===== src/rtl/msix_pkg.sv =====
package msix_pkg;

  typedef enum logic [1:0] {
    SP_TABLE = 2'd0,
    SP_PEND  = 2'd1,
    SP_CTRL  = 2'd2,
    SP_NONE  = 2'd3
  } space_e;

  localparam int CTL_FMASK_BIT  = 14;
  localparam int CTL_ENABLE_BIT = 15;

  // Index of the lowest set bit; zero when none is set.
  function automatic logic [5:0] low_idx(input logic [63:0] v);
    logic [5:0] r;
    r = '0;
    for (int i = 63; i >= 0; i--) begin
      if (v[i]) r = 6'(i);
    end
    return r;
  endfunction

endpackage


===== src/rtl/msix_table.sv =====
module msix_table #(
  parameter int NVEC   = 8,
  parameter int ADDR_W = 12
) (
  input  logic              clk,
  input  logic              rst,
  input  logic              wr_en,
  input  logic              wide,
  input  logic [ADDR_W-1:0] addr,
  input  logic [63:0]       wdata,
  output logic [63:0]       rd_val,
  output logic [NVEC-1:0]   vmask,
  output logic [NVEC-1:0]   unmask_hit,
  output logic [63:0]       ent_addr [NVEC],
  output logic [31:0]       ent_data [NVEC]
);
  localparam int IDX_W = ADDR_W - 4;

  logic [IDX_W-1:0] idx;
  logic [3:0]       off;
  logic [31:0]      lo_q [NVEC];
  logic [31:0]      hi_q [NVEC];
  logic [31:0]      da_q [NVEC];
  logic [31:0]      ct_q [NVEC];

  assign idx = addr[ADDR_W-1:4];
  assign off = addr[3:0];

  for (genvar v = 0; v < NVEC; v++) begin : g_ent
    logic        sel, w_lo, w_hi, w_da, w_ct;
    logic [31:0] ct_new;
    assign sel    = wr_en && (idx == IDX_W'(v));
    assign w_lo   = sel && (off == 4'h0);
    assign w_hi   = sel && ((wide && off == 4'h0) || (!wide && off == 4'h4));
    assign w_da   = sel && (off == 4'h8);
    assign w_ct   = sel && ((wide && off == 4'h8) || (!wide && off == 4'hC));
    assign ct_new = wide ? wdata[63:32] : wdata[31:0];

    always_ff @(posedge clk) begin
      if (rst) begin
        lo_q[v] <= '0;
        hi_q[v] <= '0;
        da_q[v] <= '0;
        ct_q[v] <= 32'h1;
      end else begin
        if (w_lo) lo_q[v] <= wdata[31:0];
        if (w_hi) hi_q[v] <= wide ? wdata[63:32] : wdata[31:0];
        if (w_da) da_q[v] <= wdata[31:0];
        if (w_ct) ct_q[v] <= ct_new;
      end
    end

    assign vmask[v]      = ct_q[v][0];
    assign unmask_hit[v] = w_ct && ct_q[v][0] && !ct_new[0];
    assign ent_addr[v]   = {hi_q[v], lo_q[v]};
    assign ent_data[v]   = da_q[v];
  end

  always_comb begin
    rd_val = '0;
    for (int v = 0; v < NVEC; v++) begin
      if (idx == IDX_W'(v)) begin
        if (wide) begin
          if (off == 4'h0)      rd_val = {hi_q[v], lo_q[v]};
          else if (off == 4'h8) rd_val = {ct_q[v], da_q[v]};
        end else begin
          case (off)
            4'h0:    rd_val = {32'h0, lo_q[v]};
            4'h4:    rd_val = {32'h0, hi_q[v]};
            4'h8:    rd_val = {32'h0, da_q[v]};
            4'hC:    rd_val = {32'h0, ct_q[v]};
            default: rd_val = '0;
          endcase
        end
      end
    end
  end

  // a wide write at a misaligned offset leaves every mask untouched
  a_r3_bad_wide_keeps_mask: assert property (@(posedge clk) disable iff (rst)
    (wr_en && wide && off != 4'h0 && off != 4'h8) |=> $stable(vmask));

endmodule


===== src/rtl/msix_msg_out.sv =====
module msix_msg_out #(
  parameter int VEC_W = 3
) (
  input  logic             clk,
  input  logic             rst,
  input  logic             ld,
  input  logic [63:0]      ld_addr,
  input  logic [31:0]      ld_data,
  input  logic [VEC_W-1:0] ld_vec,
  input  logic             msg_ready,
  output logic             free,
  output logic             msg_valid,
  output logic [63:0]      msg_addr,
  output logic [31:0]      msg_data,
  output logic [VEC_W-1:0] msg_vec
);
  assign free = !msg_valid || msg_ready;

  always_ff @(posedge clk) begin
    if (rst) begin
      msg_valid <= 1'b0;
      msg_addr  <= '0;
      msg_data  <= '0;
      msg_vec   <= '0;
    end else if (ld) begin
      msg_valid <= 1'b1;
      msg_addr  <= ld_addr;
      msg_data  <= ld_data;
      msg_vec   <= ld_vec;
    end else if (msg_ready) begin
      msg_valid <= 1'b0;
    end
  end

  // a message not yet accepted holds every field
  a_r8_hold: assert property (@(posedge clk) disable iff (rst)
    (msg_valid && !msg_ready) |=> (msg_valid && $stable(msg_addr) &&
                                   $stable(msg_data) && $stable(msg_vec)));

  // a new message is only loaded into a free output
  a_r8_no_overwrite: assert property (@(posedge clk) disable iff (rst)
    ld |-> free);

endmodule


===== src/rtl/msix_ctrl.sv =====
module msix_ctrl #(
  parameter int NVEC   = 8,
  parameter int ADDR_W = 12,
  parameter int VEC_W  = (NVEC > 1) ? $clog2(NVEC) : 1
) (
  input  logic              clk,
  input  logic              rst,
  input  logic              req_valid,
  input  logic              req_write,
  input  logic              req_wide,
  input  logic [1:0]        req_space,
  input  logic [ADDR_W-1:0] req_addr,
  input  logic [63:0]       req_wdata,
  output logic              rsp_valid,
  output logic [63:0]       rsp_rdata,
  input  logic [NVEC-1:0]   irq_req,
  output logic              msg_valid,
  input  logic              msg_ready,
  output logic [63:0]       msg_addr,
  output logic [31:0]       msg_data,
  output logic [VEC_W-1:0]  msg_vec
);
  import msix_pkg::*;

  localparam int NWORD = (NVEC + 63) / 64;
  localparam int PW_W  = ADDR_W - 3;

  logic              en_q, fm_q, scan_on;
  logic [VEC_W-1:0]  scan_idx;
  logic [NVEC-1:0]   pend_q, replay_q, vmask, unmask_hit;
  logic [63:0]       tbl_rd, ent_addr [NVEC];
  logic [31:0]       ent_data [NVEC];
  logic              tbl_wr, ctrl_wr, active, out_free;
  logic              scan_elig, scan_ld, rp_ld, irq_ld, ld;
  logic [VEC_W-1:0]  rp_vec, irq_vec, ld_vec;
  logic [NVEC-1:0]   irq_elig, rp_cand, clr, set_v;
  logic [NWORD*64-1:0] pend_ext;
  logic [63:0]       pw64, rd_mux;
  logic [15:0]       ctrl_word;

  assign tbl_wr  = req_valid && req_write && (req_space == SP_TABLE);
  assign ctrl_wr = req_valid && req_write && (req_space == SP_CTRL);
  assign active  = en_q && !fm_q;

  msix_table #(.NVEC(NVEC), .ADDR_W(ADDR_W)) u_table (
    .clk(clk), .rst(rst), .wr_en(tbl_wr), .wide(req_wide), .addr(req_addr),
    .wdata(req_wdata), .rd_val(tbl_rd), .vmask(vmask), .unmask_hit(unmask_hit),
    .ent_addr(ent_addr), .ent_data(ent_data));

  // Send arbitration: sweep first, then per-vector replay, then fresh requests.
  always_comb begin
    scan_elig = scan_on && !fm_q && !vmask[scan_idx] && pend_q[scan_idx];
    scan_ld   = scan_elig && out_free;
    rp_cand   = replay_q & ~vmask & pend_q & {NVEC{active}};
    rp_vec    = VEC_W'(low_idx(64'(rp_cand)));
    rp_ld     = (|rp_cand) && out_free && !scan_ld;
    irq_elig  = irq_req & ~vmask & {NVEC{active}};
    irq_vec   = VEC_W'(low_idx(64'(irq_elig)));
    irq_ld    = (|irq_elig) && out_free && !scan_ld && !rp_ld;
    ld        = scan_ld || rp_ld || irq_ld;
    ld_vec    = scan_ld ? scan_idx : (rp_ld ? rp_vec : irq_vec);
    clr       = (scan_ld ? (NVEC'(1) << scan_idx) : '0) |
                (rp_ld   ? (NVEC'(1) << rp_vec)   : '0);
    set_v     = irq_req & ~(irq_ld ? (NVEC'(1) << irq_vec) : '0);
  end

  always_ff @(posedge clk) begin
    if (rst) begin
      en_q     <= 1'b0;
      fm_q     <= 1'b1;
      pend_q   <= '0;
      replay_q <= '0;
      scan_on  <= 1'b0;
      scan_idx <= '0;
    end else begin
      pend_q   <= (pend_q & ~clr) | set_v;
      replay_q <= (rp_cand & ~(rp_ld ? (NVEC'(1) << rp_vec) : '0)) |
                  (unmask_hit & pend_q & {NVEC{active}});
      if (ctrl_wr) begin
        en_q <= req_wdata[CTL_ENABLE_BIT];
        fm_q <= req_wdata[CTL_FMASK_BIT];
      end
      if (scan_on) begin
        if (!scan_elig || out_free) begin
          if (scan_idx == VEC_W'(NVEC - 1)) scan_on <= 1'b0;
          else scan_idx <= scan_idx + 1'b1;
        end
      end else if (ctrl_wr && fm_q && !req_wdata[CTL_FMASK_BIT]) begin
        scan_on  <= 1'b1;
        scan_idx <= '0;
      end
    end
  end

  msix_msg_out #(.VEC_W(VEC_W)) u_out (
    .clk(clk), .rst(rst), .ld(ld), .ld_addr(ent_addr[ld_vec]),
    .ld_data(ent_data[ld_vec]), .ld_vec(ld_vec), .msg_ready(msg_ready),
    .free(out_free), .msg_valid(msg_valid), .msg_addr(msg_addr),
    .msg_data(msg_data), .msg_vec(msg_vec));

  // Register read path
  assign ctrl_word = {en_q, fm_q, 3'b000, 11'(NVEC - 1)};

  always_comb begin
    pend_ext = '0;
    pend_ext[NVEC-1:0] = pend_q;
    pw64 = '0;
    for (int w = 0; w < NWORD; w++) begin
      if (req_addr[ADDR_W-1:3] == PW_W'(w)) pw64 = pend_ext[w*64 +: 64];
    end
    rd_mux = '0;
    case (req_space)
      SP_TABLE: rd_mux = tbl_rd;
      SP_PEND: begin
        if (req_wide) rd_mux = (req_addr[2:0] == 3'd0) ? pw64 : '0;
        else if (req_addr[2:0] == 3'd0) rd_mux = {32'h0, pw64[31:0]};
        else if (req_addr[2:0] == 3'd4) rd_mux = {32'h0, pw64[63:32]};
      end
      SP_CTRL: rd_mux = {48'h0, ctrl_word};
      default: rd_mux = '0;
    endcase
  end

  always_ff @(posedge clk) begin
    if (rst) begin
      rsp_valid <= 1'b0;
      rsp_rdata <= '0;
    end else begin
      rsp_valid <= req_valid && !req_write;
      rsp_rdata <= (req_valid && !req_write) ? rd_mux : '0;
    end
  end

  // only unmasked vectors leave, and only with the function mask clear
  a_r6_unmasked_only: assert property (@(posedge clk) disable iff (rst)
    ld |-> (!vmask[ld_vec] && !fm_q));

  // a sweep blocked by a busy output stays on the same vector
  a_r9_stall: assert property (@(posedge clk) disable iff (rst)
    (scan_on && scan_elig && !out_free) |=> (scan_on && $stable(scan_idx)));

  for (genvar v = 0; v < NVEC; v++) begin : g_chk
    // a request that may not be sent leaves its pending bit set
    a_r7_pend_set: assert property (@(posedge clk) disable iff (rst)
      (irq_req[v] && (vmask[v] || !active)) |=> pend_q[v]);
  end

endmodule


===== config.mk =====
export PLATFORM = sky130hd
export DESIGN_NAME = msix_ctrl
export DESIGN_NICKNAME = d
export VERILOG_FILES = /design/src/rtl/msix_pkg.sv /design/src/rtl/msix_table.sv /design/src/rtl/msix_msg_out.sv /design/src/rtl/msix_ctrl.sv
export SDC_FILE = /design/constraint.sdc
export NUM_CORES = 2
export LEC_CHECK = 0
export ABC_AREA = 1
export BUFFER_PORTS_ARGS = -buffer_cell sky130_fd_sc_hd__buf_4
export CAP_MARGIN = 20
export CORE_UTILIZATION = 39
export DETAILED_ROUTE_END_ITERATION = 16
export PLACE_DENSITY_LB_ADDON = 0.25
export SETUP_SLACK_MARGIN = 0.2
export SLEW_MARGIN = 20
export SYNTH_ARGS = -nofsm -noshare
export SYNTH_HDL_FRONTEND = slang
export SYNTH_SLANG_ARGS = --single-unit

===== constraint.sdc =====
create_clock -name clk -period 4.5 [get_ports clk]
set_clock_uncertainty 0.15 [all_clocks]
set_input_delay 0.45 -clock clk [delete_from_list [all_inputs] [get_ports clk]]
set_output_delay 0.45 -clock clk [all_outputs]
set_load 0.01 [all_outputs]

==> flow_metrics.py <==
metrics = {
    "sta": {
        "fmax_mhz": 257,
        "finalSetupTns_ns": 0,
        "drv_slew": 0,
        "worst_pin_slew_ns": 1.31,
        "slew_headroom": 0.116,
        "setup_violations": 0,
        "hold_violations": 0,
        "period_share": 0.864,
        "rsz0062_at_grt": "false",
        "fin_crit_ns": 3.89,
    },
    "detailed_routing": {
        "vias": 70300,
        "ant_nets": 0,
        "wire_per_inst_um": 39.1,
        "wirelength_um": 423000,
        "drtIter0Drc": 10600,
        "post-route-drc-count": 0,
        "drtPass1Iterations": 7,
        "viasPerCell": 6.49,
    },
    "clock_network": {
        "ctsResizeCount": 0,
        "cts.sinks": 1211,
        "cts_root_buffer": "clkbuf_16",
        "clkLatencyLatePin_ns": 0.87,
        "clk_pin_slew_worst_paths_ns": 0.06,
        "cts_tree": "built",
        "clockBufferDepth": 3,
        "holdBufCountCts": 40,
        "cts_inserted_buffers": 145,
        "postCtsSetupBuffers": 0,
        "htreeDepth": 4,
    },
    "worst_setup_path": {
        "rr_endpoint": "u_out.msg_addr[34]",
        "worst_path_most_repeated_cell": "nand2_1",
        "path_cells": "inv_1 -> nand4_1 -> nand2_1 -> nor2_1 -> nand2_2 -> nand2_4 -> nand2_2 -> inv_2 -> nand2_8 -> nand3_4 -> buf_12 -> buf_12 -> nand2_1 -> nand3_1 -> nand2_1 -> nand2_1 -> nand3_1 -> nand2_1 -> inv_1",
        "critPathSlowestCell": "edfxtp_1",
        "path_class": "register to register",
        "cp-start-kind": "register",
        "rrSetupSlack_ns": 0.61,
        "cp.arrival_ns": 4.50,
        "cp_top_family": "simple AND/OR/NAND/NOR gates",
        "crit_required_ns": 5.11,
        "cp_num_buf_inv": 5,
        "reg2reg_from": "u_table.ct_q[1][32]",
        "crit_path_start": "u_table.ct_q[1][32]",
        "reg2regPathDepth": 19,
        "cp-end-kind": "register",
        "max_stage_delay_ns": 0.63,
        "cp_max_fo": 61,
    },
    "worst_hold_path": {
        "hold_class": "input port to register",
        "min_to": "u_table.hi_q[1][81]",
        "hp-start": "req_wdata[49]",
        "worstHoldPathCells": 4,
    },
    "synth": {
        "synth_area_leaders": "edfxtp_1 (46%), nand2_1 (12%), nor2_1 (6.7%)",
        "yosys.area.top_type_share": 0.463,
        "synth_area_um2": 66400,
        "synth_edf_count": 1024,
        "ys_ff_latch": 1211,
        "synth_area_per_cell_um2": 8.02,
        "synth_cells": 8279,
        "synthTopCellsByCount": "nand2_1 (2190), nor2_1 (1178), edfxtp_1 (1024)",
        "yosysSeqAreaShare": 0.520,
        "synth_warnings": 0,
        "postSynth.asyncResetShare": 0,
        "ys.flop_type": "edfxtp_1",
        "synth_top_area_cell": "edfxtp_1",
        "ys_types": 58,
        "syn_nets": 8377,
        "synth_most_common_cell": "nand2_1",
    },
    "cells_and_area": {
        "fill_cells": 16800,
        "stdcell_area_um2": 78500,
        "final_util": 0.464,
        "nNetsFinal": 8565,
        "drive_above_1_share": 0.120,
        "syn_to_final_growth_pct": 18.3,
        "stdcell_count": 10800,
    },
    "pwr": {
        "p_leak_nw": 32.5,
        "switching_share": 0.273,
        "intPower_w": 0.0203,
        "powerDensity_nw_per_um2": 355,
        "ir_worst_vdd_mv": 0.439,
        "power_w": 0.0279,
        "p_comb_frac": 0.086,
        "clock_power_share": 0.446,
        "p_switching_w": 0.00761,
        "seqPwrFrac": 0.468,
    },
    "die": {
        "pin_count": 257,
        "die_x_um": 415,
        "start_util": 0.392,
        "die-area_um2": 172000,
        "coreArea_um2": 169000,
        "die_h_um": 415,
        "rows": 151,
    },
    "global_routing": {
        "grt_max_degree": 129,
        "grt-ovfl-total": 0,
        "grt_pass1_vias": 65800,
        "grt_pass1_wl_um": 564000,
        "global_route.usage.total": 0.480,
        "antenna_found_initial": 29,
    },
    "placed_design": {
        "place_area_um2": 73200,
        "dp.cells": 10500,
        "io_buffers": 256,
        "dp_hpwl_um": 288000,
        "place_congestion": 1.09,
    },
    "run_status": {
        "outcome": "complete, no violations",
    },
    "flow_run": {
        "max_cap_viol_count": 0,
    },
}
[power groups by stage]
stage               Clock [W]  Sequential (W)  Combinational, W
CTS                    0.0124          0.0130           0.00227
detailed placement          0          0.0133           0.00223
floorplan                   0          0.0131          0.000973
finish                 0.0124          0.0131           0.00239
global route           0.0128          0.0131           0.00239
global placement            0          0.0133           0.00223
[area by class of cell]
type | count | area, µm² | area share
Antenna cell | 14 | 35.0 | 0.000446
Clock buffer | 207 | 4090 | 0.0520
Clock inverter | 63 | 808 | 0.0103
Inverter | 709 | 2690 | 0.0343
Multi-Input combinational cell | 5651 | 26700 | 0.340
Sequential cell | 1211 | 34500 | 0.439
Tap cell | 2218 | 2780 | 0.0353
Timing Repair Buffer | 749 | 6910 | 0.0879
[flip-flops by register name (all words and copies together) (netlist names)]
register and count:
en_q 1, fm_q 1, pend_q 8, replay_q 8
rsp_rdata 64, rsp_valid 1, scan_idx 3, scan_on 1
u_out.msg_addr 64, u_out.msg_data 32, u_out.msg_valid 1, u_out.msg_vec 3
u_table.ct_q 256, u_table.da_q 256, u_table.hi_q 256, u_table.lo_q 256
[metal layers]
metal	up-vias	part of all wire	wire [µm]	global-route usage
met5	-	0.00023	96	0.000278
met4	18	0.14	58800	0.537
met3	1699	0.096	40500	0.0957
met2	5582	0.44	187000	0.745
met1	34400	0.32	137000	0.524
li1	28600	-	-	-
[worst max-delay path by stage]
stage                               endpoint  slack (ns)  cells after the start
after floorplan           u_table.da_q[1][0]       -0.06                      8
after global placement          rsp_rdata[1]        0.57                     16
after detailed placement        rsp_rdata[1]        0.57                     16
after CTS                 u_out.msg_addr[34]        0.78                     19
after global routing      u_out.msg_addr[34]        0.50                     21
final                     u_out.msg_addr[34]        0.61                     19
[worst reg2reg max path: cells and delay by family (launching register included)]
| kind | cells | cell delay [ns] |
|---|---|---|
| buf+inv | 5 | 1.11 |
| simple gates | 14 | 1.92 |
| flops | 1 | 0.63 |
[logic make-up (layout without fill, tap and decap cells)]
kind of cell,after synthesis,in the layout,share of synthesized area
adders and majority gates,6,6,0.00113
other,0,14,0
and+or+nand+nor,4648,4648,0.297
buffers and inverters,1417,1728,0.0853
DFF,1211,1211,0.520
AOI/OAI and AO/OA,997,997,0.0967
[metrics by stage]
| step | hold WS (ns) | worst slack (ns) |
|---|---|---|
| after floorplan | 0.315 | -0.0640 |
| after global placement | 0.352 | 0.574 |
| after detailed placement | 0.355 | 0.575 |
| after CTS | 0.00310 | 0.776 |
| after global routing | 0.0234 | 0.502 |
| final | 0.0154 | 0.610 |
[cells in the final DEF (no fill, tap or decap), types with 52 or more instances in the layout]
cell type,instances
a21oi_1,118
buf_12,94
buf_4,613
clkbuf_16,148
dfxtp_1,187
edfxtp_1,1024
inv_1,654
nand2_1,2180
nand3_1,752
nand4_1,459
nor2_1,1168
o2111ai_1,79
o211ai_1,83
o21ai_0,193
o21ai_1,52
o22ai_1,289
(Power assumes the default switching activity.)
